[src/rtl/zol_pkg.sv]
package zol_pkg;
  typedef enum logic {MODE_EMB = 1'b0, MODE_PERF = 1'b1} zol_mode_e;
  typedef enum logic [1:0] {ACT_NONE, ACT_LOOP, ACT_EXIT, ACT_FAULT} zol_act_e;
  localparam logic [31:0] IERR_CAUSE = 32'h0002_0100;
endpackage

[src/rtl/zol_loop_regs.sv]
module zol_loop_regs
  import zol_pkg::*;
#(
  parameter int AW = 32,
  parameter int CW = 16
) (
  input  logic          clk,
  input  logic          rst,
  input  logic          setup_valid,
  input  logic [AW-1:0] setup_start,
  input  logic [AW-1:0] setup_end,
  input  logic [CW-1:0] setup_count,
  input  zol_act_e      act,
  output logic [AW-1:0] lp_start,
  output logic [AW-1:0] lp_end,
  output logic [CW-1:0] lp_count,
  output logic          lp_active
);
  localparam logic [CW-1:0] ONE = CW'(1);

  always_ff @(posedge clk) begin
    if (rst) begin
      lp_start <= '0;
      lp_end   <= '0;
      lp_count <= '0;
    end else if (setup_valid) begin
      lp_start <= setup_start;
      lp_end   <= setup_end;
      lp_count <= setup_count;
    end else if (act == ACT_LOOP || act == ACT_EXIT) begin
      lp_count <= lp_count - ONE;
    end
  end

  assign lp_active = (lp_count != '0);

  // count only rises through setup
  assert_count_nonincr_R5: assert property (@(posedge clk) disable iff (rst)
    !$past(setup_valid) |-> (lp_count <= $past(lp_count)));

  // a fault leaves the iteration count untouched
  assert_fault_keeps_count_R8: assert property (@(posedge clk) disable iff (rst)
    ($past(act) == ACT_FAULT && !$past(setup_valid)) |-> $stable(lp_count));
endmodule

[src/rtl/zol_tail_check.sv]
module zol_tail_check
  import zol_pkg::*;
#(
  parameter int AW = 32,
  parameter int CW = 16
) (
  input  zol_mode_e     mode,
  input  logic          ret_valid,
  input  logic [AW-1:0] ret_pc,
  input  logic          ret_len4,
  input  logic          ret_branch,
  input  logic          ret_delayed,
  input  logic          setup_valid,
  input  logic          lp_active,
  input  logic [AW-1:0] lp_end,
  input  logic [CW-1:0] lp_count,
  output zol_act_e      act
);
  localparam logic [AW-1:0] LEN_W = AW'(4);
  localparam logic [AW-1:0] LEN_H = AW'(2);
  localparam logic [CW-1:0] ONE   = CW'(1);

  logic [AW-1:0] next_seq;
  logic          is_tail;
  logic          bad_tail;

  assign next_seq = ret_pc + (ret_len4 ? LEN_W : LEN_H);
  assign is_tail  = ret_valid && lp_active && !setup_valid && (next_seq == lp_end);

  always_comb begin
    if (mode == MODE_PERF) bad_tail = ret_branch;
    else                   bad_tail = ret_branch && ret_delayed;
  end

  always_comb begin
    if (!is_tail)               act = ACT_NONE;
    else if (bad_tail)          act = ACT_FAULT;
    else if (lp_count > ONE)    act = ACT_LOOP;
    else                        act = ACT_EXIT;
  end

  always_comb begin
    if (act == ACT_FAULT && mode == MODE_EMB)
      assert_emb_needs_delay_R7: assert (ret_delayed);
    if (act == ACT_FAULT)
      assert_fault_is_branch_R6: assert (ret_branch);
    if (act != ACT_NONE)
      assert_tail_only_active_R10: assert (lp_active);
  end
endmodule

[src/rtl/zol_exc_capture.sv]
module zol_exc_capture
  import zol_pkg::*;
#(
  parameter int            AW       = 32,
  parameter int            DW       = 32,
  parameter logic [AW-1:0] IERR_OFF = AW'(32'h40)
) (
  input  logic          clk,
  input  logic          rst,
  input  zol_act_e      act,
  input  logic [AW-1:0] ret_pc,
  input  logic [AW-1:0] vec_base,
  input  logic [AW-1:0] lp_start,
  output logic          redir_valid,
  output logic [AW-1:0] redir_pc,
  output logic          exc_valid,
  output logic [DW-1:0] exc_cause,
  output logic [AW-1:0] exc_ret,
  output logic [AW-1:0] exc_fault,
  output logic [AW-1:0] exc_bta,
  output logic [DW-1:0] exc_status
);
  localparam logic [DW-1:0] CAUSE = DW'(IERR_CAUSE);

  always_ff @(posedge clk) begin
    if (rst) begin
      redir_valid <= 1'b0;
      redir_pc    <= '0;
      exc_valid   <= 1'b0;
      exc_cause   <= '0;
      exc_ret     <= '0;
      exc_fault   <= '0;
      exc_bta     <= '0;
      exc_status  <= '0;
    end else begin
      redir_valid <= 1'b0;
      exc_valid   <= 1'b0;
      case (act)
        ACT_FAULT: begin
          redir_valid <= 1'b1;
          redir_pc    <= vec_base + IERR_OFF;
          exc_valid   <= 1'b1;
          exc_cause   <= CAUSE;
          exc_ret     <= ret_pc;
          exc_fault   <= ret_pc;
          exc_bta     <= '0;
          exc_status  <= '0;
        end
        ACT_LOOP: begin
          redir_valid <= 1'b1;
          redir_pc    <= lp_start;
        end
        default: ;
      endcase
    end
  end

  assert_fault_redirects_R8: assert property (@(posedge clk) disable iff (rst)
    exc_valid |-> (redir_valid && redir_pc == $past(vec_base) + IERR_OFF));
  assert_cause_code_R9: assert property (@(posedge clk) disable iff (rst)
    exc_valid |-> (exc_cause == CAUSE && exc_bta == '0 && exc_status == '0));
  assert_fault_addr_R9: assert property (@(posedge clk) disable iff (rst)
    exc_valid |-> (exc_ret == $past(ret_pc) && exc_fault == $past(ret_pc)));
  assert_capture_hold_R9: assert property (@(posedge clk) disable iff (rst)
    !exc_valid |-> ($stable(exc_ret) && $stable(exc_cause)));
endmodule

[src/rtl/zol_ctrl.sv]
module zol_ctrl
  import zol_pkg::*;
#(
  parameter int            AW       = 32,
  parameter int            CW       = 16,
  parameter int            DW       = 32,
  parameter logic [AW-1:0] IERR_OFF = AW'(32'h40)
) (
  input  logic          clk,
  input  logic          rst,
  input  logic          mode,
  input  logic          setup_valid,
  input  logic [AW-1:0] setup_start,
  input  logic [AW-1:0] setup_end,
  input  logic [CW-1:0] setup_count,
  input  logic          ret_valid,
  input  logic [AW-1:0] ret_pc,
  input  logic          ret_len4,
  input  logic          ret_branch,
  input  logic          ret_delayed,
  input  logic [AW-1:0] vec_base,
  output logic          redir_valid,
  output logic [AW-1:0] redir_pc,
  output logic          exc_valid,
  output logic [DW-1:0] exc_cause,
  output logic [AW-1:0] exc_ret,
  output logic [AW-1:0] exc_fault,
  output logic [AW-1:0] exc_bta,
  output logic [DW-1:0] exc_status
);
  zol_act_e      act;
  zol_mode_e     mode_e;
  logic [AW-1:0] lp_start;
  logic [AW-1:0] lp_end;
  logic [CW-1:0] lp_count;
  logic          lp_active;

  assign mode_e = zol_mode_e'(mode);

  zol_loop_regs #(.AW(AW), .CW(CW)) u_regs (
    .clk(clk), .rst(rst),
    .setup_valid(setup_valid), .setup_start(setup_start),
    .setup_end(setup_end), .setup_count(setup_count),
    .act(act),
    .lp_start(lp_start), .lp_end(lp_end),
    .lp_count(lp_count), .lp_active(lp_active)
  );

  zol_tail_check #(.AW(AW), .CW(CW)) u_tail (
    .mode(mode_e), .ret_valid(ret_valid), .ret_pc(ret_pc),
    .ret_len4(ret_len4), .ret_branch(ret_branch), .ret_delayed(ret_delayed),
    .setup_valid(setup_valid), .lp_active(lp_active),
    .lp_end(lp_end), .lp_count(lp_count), .act(act)
  );

  zol_exc_capture #(.AW(AW), .DW(DW), .IERR_OFF(IERR_OFF)) u_exc (
    .clk(clk), .rst(rst), .act(act), .ret_pc(ret_pc),
    .vec_base(vec_base), .lp_start(lp_start),
    .redir_valid(redir_valid), .redir_pc(redir_pc),
    .exc_valid(exc_valid), .exc_cause(exc_cause),
    .exc_ret(exc_ret), .exc_fault(exc_fault),
    .exc_bta(exc_bta), .exc_status(exc_status)
  );

  assert_quiet_without_retire_R11: assert property (@(posedge clk) disable iff (rst)
    !$past(ret_valid) |-> (!redir_valid && !exc_valid));
  assert_setup_blocks_retire_R2: assert property (@(posedge clk) disable iff (rst)
    $past(setup_valid) |-> (!redir_valid && !exc_valid));
endmodule

[config.mk]
export PLATFORM = sky130hd
export DESIGN_NAME = zol_ctrl
export DESIGN_NICKNAME = d
export VERILOG_FILES = /design/src/rtl/zol_pkg.sv /design/src/rtl/zol_loop_regs.sv /design/src/rtl/zol_tail_check.sv /design/src/rtl/zol_exc_capture.sv /design/src/rtl/zol_ctrl.sv
export SDC_FILE = /design/constraint.sdc
export NUM_CORES = 1
export LEC_CHECK = 0
export BUFFER_PORTS_ARGS = -buffer_cell sky130_fd_sc_hd__clkbuf_2
export CAP_MARGIN = 20
export CORE_AREA = 2 2 136 138
export CTS_CLUSTER_SIZE = 24
export DETAILED_ROUTE_END_ITERATION = 12
export DIE_AREA = 0 0 138 140
export PLACE_DENSITY = 0.87
export SLEW_MARGIN = 0
export SYNTH_ARGS = -nofsm -noshare
export SYNTH_HDL_FRONTEND = slang
export SYNTH_SLANG_ARGS = --single-unit
[constraint.sdc]
create_clock -name clk -period 8.4 [get_ports clk]
set_input_delay 0.84 -clock clk [delete_from_list [all_inputs] [get_ports clk]]
set_output_delay 0.84 -clock clk [all_outputs]
set_load 0.02 [all_outputs]
==> results of run 1 <==
## layer usage
layer / share of wire (%) / wire (um) / GRT usage, %
met4: 3.0 / 693 / 9.18
met3: 8.4 / 1940 / 7.49
met1: 38 / 8790 / 25.7
met5: 0.052 / 12 / 0
met2: 50 / 11600 / 41.2
## worst max-delay path: stages
cell and delay (ns):
clkbuf_2 0.11, inv_1 0.06, ha_1 0.19, fa_1 0.29, nand4_2 0.28, or3_1 0.59
or4_1 0.55, a31o_1 0.22, o21ai_2 0.19, nand4_4 0.62, nor2_1 0.48, ha_2 0.38
nand2b_1 0.18, nor3_1 0.37, nand2_1 0.18, nor3_1 0.22, xnor2_1 0.14, nor2_1 0.05
a21oi_1 0.15, nor2_1 0.05
## kinds of logic (layout without fill, tap and decap cells)
logic type               after synthesis  in the layout  share of synthesized area (%)
AO/OA/AOI/OAI                        153            153                           10.2
XOR/XNOR                              72             72                           7.23
adder cells (fa/ha/maj)                9              9                           1.38
buffers and inverters                194            291                           14.3
flip-flops                           147            147                           33.7
multiplexers                         108            108                           12.4
other                                  1             95                         0.0430
AND/OR/NAND/NOR                      354            354                           20.8
## worst max path at each step
| stage | cells past startpoint | endpoint | slack, ns | from |
|---|---|---|---|---|
| 2_1_floorplan | 20 | u_regs.lp_count[10]$_SDFFE_PP0P_ | 3.17 | ret_len4 |
| 3_3_place_gp | 20 | u_regs.lp_count[14]$_SDFFE_PP0P_ | 2.25 | ret_len4 |
| 3_5_place_dp | 20 | u_regs.lp_count[10]$_SDFFE_PP0P_ | 2.12 | ret_len4 |
| 4_1_cts | 20 | u_regs.lp_count[10]$_SDFFE_PP0P_ | 2.55 | ret_len4 |
| 5_1_grt | 20 | u_regs.lp_count[14]$_SDFFE_PP0P_ | 1.96 | ret_len4 |
| 6_report | 20 | u_regs.lp_count[10]$_SDFFE_PP0P_ | 2.51 | ret_len4 |
## area by class of cell
cell class | count | area, um^2
Antenna cell | 1 | 2.50
Timing Repair Buffer | 256 | 1310
Inverter | 8 | 30.0
Tap cell | 229 | 287
Sequential cell | 147 | 2940
Multi-Input combinational cell | 790 | 4890
Clock inverter | 6 | 85.1
Clock buffer | 21 | 450
Fill cell | 1620 | 7780
## cell usage after synthesis (4+ instances only)
library cell,count
nor3_1,15
dfxtp_1,147
buf_6,4
mux2i_1,107
a211oi_1,5
xor2_1,36
nand3_1,26
or3_1,34
o21ai_1,10
nand4_1,16
nand2_1,31
buf_1,9
or2_2,4
nor2_1,154
inv_1,7
nor4_1,14
and4_1,11
clkbuf_1,38
nor2b_1,4
a21oi_1,76
and2_1,6
or4_1,6
xnor2_1,36
o21ai_0,37
and3_1,7
or3b_1,5
nand2b_1,8
buf_4,127
ha_1,8
buf_2,8
## power groups by stage
stage | sequential [uW] | combinational (uW) | clock [uW]
final | 737 | 230 | 717
after global routing | 739 | 253 | 760
after CTS | 737 | 229 | 731
after detailed placement | 752 | 227 | 0
after global placement | 751 | 223 | 0
after floorplan | 747 | 188 | 0
## stage by stage
step | worst slack, ns | hold WS (ns) | cells | utilization (%)
6_report | 2.51 | 0.477 | 1458 | 56.2
5_1_grt | 1.96 | 0.490 | 1457 | 56.2
4_1_cts | 2.55 | 0.475 | 1456 | 56.1
3_5_place_dp | 2.12 | 0.466 | 1429 | 53.1
3_3_place_gp | 2.25 | 0.457 | 1429 | 53.1
2_1_floorplan | 3.17 | 0.460 | 1131 | -
## registers in the layout, indices dropped and copies added (netlist names)
name,count
u_regs.lp_end,32
u_exc.redir_pc,32
u_regs.lp_count,16
u_regs.lp_start,32
u_exc.redir_valid,1
u_exc.exc_valid,1
u_exc.exc_cause,1
u_exc.exc_ret,32
==> results.md, run 1 <==
- Outcome: completed
- Cell count of the worst reg-to-reg path: 14
- Final setup violation count: 0
- P per Cell Area: 168 nW/um^2
- Largest net degree at the start of global routing: 77
- RSZ-0062 raised after global routing: false
- Startpoint types: primary input
- Dominant synthesized flop cell: dfxtp_1
- Drt drc: 0
- Slew Viols, Final: 0
- Chip Width: 138 um
- Final Instance Area: between 9000 and 10,000 um^2
- Core area: 17,800 um^2
- Die Footprint: slightly below 20,000 um^2
- Crit. End Element: register
- CP max FO: 62
- Worst r2r dst: u_regs.lp_count[10]$_SDFFE_PP0P_
- Clk slew on worst S/H paths: ~0.060 ns
- Root buffer cell: clkbuf_16
- R2R setup slack: 3.97 ns
- Synth warn: 0
- Global route overflow: 0
- CTS resizes: 0
- Destination of the worst hold path: u_exc.redir_pc[5]$_SDFFE_PP0P_
- Reg2reg start: u_regs.lp_end[8]$_SDFFE_PP0P_
- FMAX: 0.170 GHz
- Total CTS buffers: 17
- Die Span Y: roughly 140 um
- Largest area contributor in the netlist: dfxtp_1
- Initial Util: 49.1%
- FP Rows: 49
- Final Hold Viols: 0
- Share of post-route cells with drive strength above 1: 24.4%
- Seq cells post-synth: 147
- Setup CP Type: in2reg
- Internal Pwr Total: 1240 uW
- Routability cong.: between 0.9 and 1
- P_sw: 443 uW
- Clock Sinks: 147
- Min Tclk post-route: 5.89 ns
- Final WL: 23,000 um
- Power Total: 1680 uW
- Synth top area cells: dfxtp_1 (34%), mux2i_1 (12%), buf_4 (11%)
- VDD IR max: 0.138 mV
- Area growth, synth to finish: 14.6%
- Clk_skew: 0.0109 ns
- Post-synth EDFFs: 0
- Slew @ Worst Pin: 0.780 ns
- Switching part of the total power: a little over a quarter
- Post-CTS Hold Buffers: 0
- Commonest non-fill, non-tap cell in the layout: clkbuf_2
- Part of the power in the clock network: between 40% and 50%
- CTS H-Tree Depth: 4
- Post-Place Cell Area: 9440 um^2
- Detailed Route Iter0 Violations: 426
- Postcts setup bufs: 0
- DR vias/cell: about 5.3
- DP Wirelength: 17,100 um
- Max-Cap Viols: 0
- Static leakage: 0.00439 uW
- Sequential area share after synthesis: 33.7%
- Initial antenna violation count: 2
- Post-DRT Antenna Nets: 0
- Ports: 346
- Vias in the first global route: ~7.2k
- Tcrit/Tclk final: 70.1%
- Syn Area/Cell: 8.40 um^2
- CP arrival: 6.17 ns
- First-pass GRT wire length: 36,400 um
- CTS tree: built
- Combinational group share of total power: a little over an eighth
- Vias: between 7k and 8k
- Mapped Cells: 1,038
- Flop pwr share: 43.8%
- Slew HR: 48.0%
- Nets@finish: 1,381
- Post-synth top area share: 33.7%
- Setup tns final: 0 ns
- Worst hold-check path type: reg2reg
- WL/cell: around 16 um
- Synth Cell Area: 8720 um^2
- Post-synth ARST share: 0%
- HP Start: u_exc.redir_pc[5]$_SDFFE_PP0P_
- Clock insertion delay at the later pin of the skew report: 0.42 ns
- All-Layer GR Usage: a little under a quarter
- CP required: approximately 8.7 ns
- Hold depth: 2
- Distinct cell type count after synthesis: 63
- Max clock buf depth: 2
- TritonRoute pass-1 iters: 5
- Most frequent cells in the layout: clkbuf_2 (249), nor2_1 (154), dfxtp_1 (147)
- Port buffer count: ~250
Power figures use the tool's default switching activity.
==> inputs of run 2 (changes only) <==
--- a/config.mk
+++ b/config.mk
@@ -5,13 +5,14 @@
 export SDC_FILE = /design/constraint.sdc
 export NUM_CORES = 1
 export LEC_CHECK = 0
+export ABC_AREA = 1
 export BUFFER_PORTS_ARGS = -buffer_cell sky130_fd_sc_hd__clkbuf_2
 export CAP_MARGIN = 20
-export CORE_AREA = 2 2 136 138
+export CORE_MARGIN = 2
+export CORE_UTILIZATION = 46
 export CTS_CLUSTER_SIZE = 24
 export DETAILED_ROUTE_END_ITERATION = 12
-export DIE_AREA = 0 0 138 140
-export PLACE_DENSITY = 0.87
+export PLACE_DENSITY = 0.85
 export SLEW_MARGIN = 0
 export SYNTH_ARGS = -nofsm -noshare
 export SYNTH_HDL_FRONTEND = slang
==> constraint.sdc (replaced) <==
create_clock -name clk -period 5 [get_ports clk]
set_input_delay 0.5 -clock clk [delete_from_list [all_inputs] [get_ports clk]]
set_output_delay 0.5 -clock clk [all_outputs]
set_load 0.02 [all_outputs]
==> run 2 against run 1 <==
Effect of this change:
- sequential cell count unchanged
- synthesized area increased by 7.3%
- sequential power grew 68%
- combinational power is 100% higher
- sequential share of layout area down 2.3 points
- core utilization shrank 2.3 points
- synthesized cell count up 42%
- register-to-register slack worse by 2.5 ns
- critical path type unchanged
==> results.md, run 2 <==
- Outcome: completed (unchanged)
- Detailed Route Iter0 Violations: 634 (was 426)
- Distinct cell type count after synthesis: 41 (was 63)
- Max-Cap Viols: 0 (unchanged)
- Slew Viols, Final: 0 (unchanged)
- Startpoint types: primary input (unchanged)
- Tcrit/Tclk final: 75.4%
- Mapped Cells: 1,476 (was 1,038)
- First-pass GRT wire length: 42,900 um (was 36,400 um)
- FP Rows: 52 (was 49)
- CP max FO: 10 (was 62)
- CP arrival: 4.16 ns (was 6.17 ns)
- Critical path depth: 23 (was 20)
- Dominant synthesized flop cell: dfxtp_1 (unchanged)
- Final WS setup: 1.23 ns (was 2.51 ns)
- CTS resizes: 0 (unchanged)
- Post-synth EDFFs: 0 (unchanged)
- Chip Width: 147 um (was 138 um)
- Vias in the first global route: 8,590 (was 7,213)
- WL/cell: 13.8 um (was 15.8 um)
- Vias: 9,532 (was 7,663)
- Clk_skew: 0.0158 ns (was 0.0109 ns)
- Clock Sinks: 147 (unchanged)
- Final WL: 26,900 um (was 23,000 um)
- Die Span Y: 147 um (was 140 um)
- Count leader, synth: nand2_1 (was nor2_1)
- Met1 WL: 11,900 um (was 8790 um)
- CTS tree: built (unchanged)
- Synth top area cells: dfxtp_1 (31%), nand2_1 (14%), nor2_1 (12%) (was dfxtp_1 (34%), mux2i_1 (12%), buf_4 (11%))
- Post-synth top cells: nand2_1 (354), nor2_1 (308), dfxtp_1 (147) (was nor2_1 (154), dfxtp_1 (147), buf_4 (127))
- DP Wirelength: 20,300 um (was 17,100 um)
- Drt drc: 0 (unchanged)
- Met3 routed WL: 1740 um (was 1940 um)
- DR vias/cell: 4.88 (was 5.26)
- Postcts setup bufs: 0 (unchanged)
- Routed wl met2: 12,600 um (was 11,600 um)
- Clock insertion delay at the later pin of the skew report: 0.44 ns (was 0.42 ns)
- Area growth, synth to finish: 15.9% (was 14.6%)
- Clk slew on worst S/H paths: 0.08 ns (was 0.06 ns)
- VDD IR max: 0.200 mV (was 0.138 mV)
- RSZ-0062 raised after global routing: false (unchanged)
- Synth Cell Area: 9360 um^2 (was 8720 um^2)
- Static leakage: 0.00568 uW (was 0.00439 uW)
- CTS H-Tree Depth: 4 (unchanged)
- FF/Latch Area: 2940 um^2 (unchanged)
- Synth warn: 0 (unchanged)
- Nets@finish: 1,830 (was 1,381)
- Setup tns final: 0 ns (unchanged)
- Max incr delay on CP: 0.46 ns (was 0.62 ns)
- Post-synth top area share: 31.4% (was 33.7%)
- Multi-input combinational cell area: 5090 um^2 (was 4890 um^2)
- Most frequent cells in the layout: nand2_1 (354), nor2_1 (308), clkbuf_2 (251) (was clkbuf_2 (249), nor2_1 (154), dfxtp_1 (147))
- Worst hold slack: 0.281 ns (was 0.477 ns)
- Core area: 20,100 um^2 (was 17,800 um^2)
- Seq cells post-synth: 147 (unchanged)
- Sequential area share after synthesis: 31.4% (was 33.7%)
- All-Layer GR Usage: 24.6% (was 23.2%)
- Slew @ Worst Pin: 0.883 ns (was 0.780 ns)
- P per Cell Area: 280 nW/um^2 (was 168 nW/um^2)
- Die Footprint: 21,500 um^2 (was 19,300 um^2)
- Root buffer cell: clkbuf_16 (unchanged)
- Commonest non-fill, non-tap cell in the layout: nand2_1 (was clkbuf_2)
- Post-synth ARST share: 0% (unchanged)
- Share of post-route cells with drive strength above 1: 19.1% (was 24.4%)
- Slew HR: 41.1% (was 48.0%)
- Total CTS buffers: 17 (unchanged)
- Ports: 346 (unchanged)
- Post-CTS Hold Buffers: 0 (unchanged)
- Final setup violation count: 0 (unchanged)
- Hold depth: 3 (was 2)
- Post-DRT Antenna Nets: 0 (unchanged)
- Worst hold-check path type: in2reg (was reg2reg)
- Critical path buffers and inverters: 6 (was 2)
- Syn Area/Cell: 6.34 um^2 (was 8.40 um^2)
- Routability cong.: 0.959 (was 0.945)
- Max stage delay cell, worst path: fa_1 (was nand4_4)
- Port buffer count: 251 (unchanged)
- Crit. End Element: register (unchanged)
- TritonRoute pass-1 iters: 6 (was 5)
- Initial Util: 46.6% (was 49.1%)
- # fillers: 2,021 (was 1,620)
- Global route overflow: 0 (unchanged)
- Pre-CTS setup slack: 0.862 ns (was 2.12 ns)
- Min Tclk post-route: 3.77 ns
- FMAX: approximately 0.27 GHz
- Final Hold Viols: 0 (unchanged)
- Largest net degree at the start of global routing: 85 (was 77)
- CP top delay family: simple AND/OR/NAND/NOR gates (unchanged)
- Cell Chain, Critical Path: clkbuf_2, inv_1, ha_1, fa_1, nand2_1, nor2_2, nand2_1, inv_1, nand2_1, nand3_1, nor2_1, nand2_1, nor2_1, nand3_2, nor2_8, nand3_1, ha_1, inv_1, nor2_1, inv_1, o21ai_0, nand2_1, inv_1 (was clkbuf_2, inv_1, ha_1, fa_1, nand4_2, or3_1, or4_1, a31o_1, o21ai_2, nand4_4, nor2_1, ha_2, nand2b_1, nor3_1, nand2_1, nor3_1, xnor2_1, nor2_1, a21oi_1, nor2_1)
- Initial antenna violation count: 1 (was 2)
- CP required: 5.38 ns (was 8.68 ns)
- Largest area contributor in the netlist: dfxtp_1 (unchanged)
- Cell count of the worst reg-to-reg path: 15 (was 14)
- Highest routed metal layer: met4 (was met5)
- Setup CP Type: in2reg (unchanged)
- Max clock buf depth: 2 (unchanged)
-- run 2: metrics by stage --
step	power, uW	utilization [%]	cells	area (um^2)
floorplan	1620	-	1569	9710
global placement	1720	50.7	1919	10200
detailed placement	1720	50.8	1920	10200
CTS	3040	53.9	1952	10800
global route	3160	53.9	1953	10800
finish	3030	53.9	1953	10800
-- run 2: metal layers --
metal	track usage, %	up-vias
met5	0	-
li1	-	4794
met4	9.13	0
met3	4.22	47
met2	41.1	394
met1	32.0	4297
-- run 2: report_power, final --
group          leakage, uW  total, uW  switching (uW)  internal, uW
registers          0.00120       1240            25.3          1210
logic              0.00417        465             318           147
clock network     0.000304       1330             639           689
-- run 2: final timing paths --
kind | from | end | slack [ns]
hold reg to reg | u_regs.lp_start[17]$_SDFFE_PP0P_ | u_regs.lp_start[17]$_SDFFE_PP0P_ | 0.45
hold / removal | setup_start[4] | u_regs.lp_start[4]$_SDFFE_PP0P_ | 0.28
setup reg to reg | u_regs.lp_count[8]$_SDFFE_PP0P_ | u_regs.lp_count[0]$_SDFFE_PP0P_ | 1.49
setup / recovery | ret_len4 | u_regs.lp_count[0]$_SDFFE_PP0P_ | 1.23
-- run 2: cell type report --
type                            count  area share (%)
Inverter                          133            4.62
Multi-Input combinational cell   1111            47.0
Antenna cell                        1          0.0231
Timing Repair Buffer              259            12.3
Sequential cell                   147            27.1
Clock inverter                     15            1.95
Tap cell                          270            3.12
Clock buffer                       17            3.92
-- run 2: worst register-to-register path, stage by stage, from the launching register on --
cell	delay [ns]
dfxtp_1	0.34
inv_1	0.12
nand2_1	0.09
nor2_1	0.21
nand2_1	0.13
nor4_1	0.44
nand2_1	0.41
nand3_4	0.19
inv_1	0.08
ha_1	0.38
inv_1	0.10
nor2_1	0.46
inv_1	0.14
o21ai_0	0.22
nand2_1	0.09
inv_1	0.07
-- run 2: kinds of logic (layout without fill, tap and decap cells) --
logic type | after synthesis | after routing | share of synthesized area [%]
other | 1 | 95 | 0.0401
multiplexers | 3 | 3 | 0.321
adder cells (fa/ha/maj) | 9 | 9 | 1.28
AND/OR/NAND/NOR | 784 | 784 | 34.6
XOR/XNOR | 49 | 49 | 4.73
buffers and inverters | 311 | 424 | 17.8
flip-flops | 147 | 147 | 31.4
AO/OA/AOI/OAI | 172 | 172 | 9.75
==> inputs of run 3 (changes only) <==
==> constraint.sdc (replaced) <==
create_clock -name clk -period 3.25 [get_ports clk]
set_input_delay 0.325 -clock clk [delete_from_list [all_inputs] [get_ports clk]]
set_output_delay 0.325 -clock clk [all_outputs]
set_load 0.02 [all_outputs]
==> run 3 against run 2 <==
Effect of this change:
- die area unchanged
- first-iteration DRC count down 7.7%
- design area up 2.4%
- routed wire length up 2.3%
- sequential power up 54%
- total power up 53%
- count of clock-buffer cells in the layout unchanged
- final cell count up 1.5%
- via count up 0.69%
- setup slack worse by 0.97 ns
- clock skew about the same
- critical path type unchanged
- largest power group unchanged
==> results.md, run 3 (same netlist as run 2, synthesis figures left out) <==
- Detailed Route Iter0 Violations: 585 (was 634)
- Clk slew on worst S/H paths: 0.08 ns (about the same)
- Met3 routed WL: 1680 um (was 1740 um)
- Largest net degree at the start of global routing: 85 (unchanged)
- Setup CP Type: in2reg (unchanged)
- Root buffer cell: clkbuf_16 (unchanged)
- Cell count of the worst reg-to-reg path: 22 (was 15)
- Area growth, synth to finish: 18.7% (was 15.9%)
- Worst r2r dst: u_exc.redir_pc[13]$_SDFFE_PP0P_ (was u_regs.lp_count[0]$_SDFFE_PP0P_)
- Max clock buf depth: 2 (unchanged)
- Clock Sinks: 147 (unchanged)
- Clock insertion delay at the later pin of the skew report: 0.44 ns (about the same)
- Die Span Y: 147 um (unchanged)
- TritonRoute pass-1 iters: 5 (was 6)
- HP Start: setup_start[4] (unchanged)
- Commonest non-fill, non-tap cell in the layout: nand2_1 (unchanged)
- Slew Viols, Final: 0 (unchanged)
- Routed wl met2: 12,900 um (was 12,600 um)
- Startpoint types: primary input (unchanged)
- R2R setup slack: 0.30 ns (was 1.49 ns)
- Nets@finish: 1,859 (was 1,830)
- P per Cell Area: 418 nW/um^2 (was 280 nW/um^2)
- Core area: 20,100 um^2 (unchanged)
- Crit. End Element: register (unchanged)
- VDD IR max: 0.317 mV (was 0.200 mV)
- Initial Util: 46.6% (unchanged)
- Min Tclk post-route: 2.99 ns
- Post-DRT Antenna Nets: 0 (unchanged)
- Static leakage: 0.00583 uW (was 0.00568 uW)
- CTS resizes: 0 (unchanged)
- DP Cell Count: 1,949 (was 1,920)
- Reg2reg start: u_regs.lp_count[0]$_SDFFE_PP0P_ (was u_regs.lp_count[8]$_SDFFE_PP0P_)
- Total CTS buffers: 17 (unchanged)
- CP arrival: 3.31 ns (was 4.16 ns)
- Clk_skew: 0.0154 ns (was 0.0158 ns)
- Global route overflow: 0 (unchanged)
- Outcome: completed (unchanged)
- Non-Filler Instances: 1,982 (was 1,953)
- First-pass GRT wire length: 44,300 um (was 42,900 um)
- Post-CTS Hold Buffers: 0 (unchanged)
- Final Instance Area: 11,100 um^2 (was 10,800 um^2)
- Worst hold slack: 0.105 ns (was 0.281 ns)
- Post-Place Cell Area: 10,500 um^2 (was 10,200 um^2)
- Met1 WL: 12,100 um (was 11,900 um)
- Chip Width: 147 um (unchanged)
- Slew @ Worst Pin: 0.907 ns (was 0.883 ns)
- Crit-path most repeated cell: nand2_1
- Vias: 9,598 (was 9,532)
- All-Layer GR Usage: 25.2% (was 24.6%)
- DR vias/cell: 4.84 (was 4.88)
- Vias in the first global route: 8,896 (was 8,590)
- Max stage delay cell, worst path: fa_2 (was fa_1)
- DP Wirelength: 20,800 um (was 20,300 um)
- WL/cell: 13.9 um (was 13.8 um)
- Hold depth: 3 (unchanged)
- Destination of the worst hold path: u_regs.lp_start[4]$_SDFFE_PP0P_ (unchanged)
- Die Footprint: 21,500 um^2 (unchanged)
- Ports: 346 (unchanged)
- Drt drc: 0 (unchanged)
- Max incr delay on CP: 0.40 ns (was 0.46 ns)
- Highest routed metal layer: met4 (unchanged)
- Max-Cap Viols: 0 (unchanged)
- Routability cong.: 0.908 (was 0.959)
- CTS tree: built (unchanged)
- Share of post-route cells with drive strength above 1: 21.1% (was 19.1%)
- Final setup violation count: 0 (unchanged)
- Final WS setup: 0.263 ns (was 1.23 ns)
- CTS H-Tree Depth: 4 (unchanged)
- Slew HR: 39.6% (was 41.1%)
- Most frequent cells in the layout: nand2_1 (353), nor2_1 (305), clkbuf_2 (251) (was nand2_1 (354), nor2_1 (308), clkbuf_2 (251))
- Pre-CTS setup slack: -0.146 ns (was 0.862 ns)
- Postcts setup bufs: 0 (unchanged)
- Tcrit/Tclk final: approximately 92%
- Worst hold-check path type: in2reg (unchanged)
- FP Rows: 52 (unchanged)
- Final Hold Viols: 0 (unchanged)
- FMAX: 0.335 GHz
- Port buffer count: 251 (unchanged)
- Final WL: 27,500 um (was 26,900 um)
- CP required: 3.57 ns (was 5.38 ns)
- Initial antenna violation count: 1 (unchanged)
- CP max FO: 11 (was 10)
## run 3: layout make-up
type                            count  area [um^2]
Fill cell                        1970         8990
Multi-Input combinational cell   1111         5130
Sequential cell                   147         2940
Timing Repair Buffer              288         1580
Inverter                          133          505
Clock buffer                       17          425
Tap cell                          270          338
Clock inverter                     15          181
Antenna cell                        1         2.50
## run 3: worst max-delay path: cells and delay by family
family,cells,cell delay [ns]
simple gates,14,1.38
fa+ha+maj,3,0.80
buf+inv,4,0.44
compound gates,4,0.39
## run 3: worst max path at each step
stage,startpoint,end,slack (ns),depth (start not counted)
2_1_floorplan,ret_len4,u_exc.exc_ret[10]$_SDFFE_PP0N_,0.02,22
3_3_place_gp,ret_len4,u_regs.lp_count[0]$_SDFFE_PP0P_,-0.09,22
3_5_place_dp,ret_len4,u_exc.redir_pc[13]$_SDFFE_PP0P_,-0.15,23
4_1_cts,u_regs.lp_count[8]$_SDFFE_PP0P_,u_exc.redir_pc[13]$_SDFFE_PP0P_,0.27,16
5_1_grt,ret_len4,u_exc.redir_pc[13]$_SDFFE_PP0P_,-0.02,25
6_report,ret_len4,u_exc.redir_pc[13]$_SDFFE_PP0P_,0.26,25
## run 3: power by group
part / total, uW / leakage [uW] / switching (uW) / internal [uW]
clock: 2010 / 0.000296 / 965 / 1040
combinational: 729 / 0.00433 / 490 / 240
sequential: 1910 / 0.00120 / 39.7 / 1870
## run 3: through the flow
step / utilization [%] / setup TNS [ns] / total power, uW
floorplan: - / 0 / 2490
global route: 55.3 / -0.0419 / 4840
detailed placement: 52.1 / -4.34 / 2660
global placement: 52.1 / -0.512 / 2650
finish: 55.3 / 0 / 4640
CTS: 55.1 / 0 / 4660
## run 3: routing by layer
metal / vias up / GRT usage, %
met5: - / 0
met4: 0 / 9.76
met3: 58 / 3.53
met2: 396 / 41.7
met1: 4280 / 33.2
li1: 4864 / -
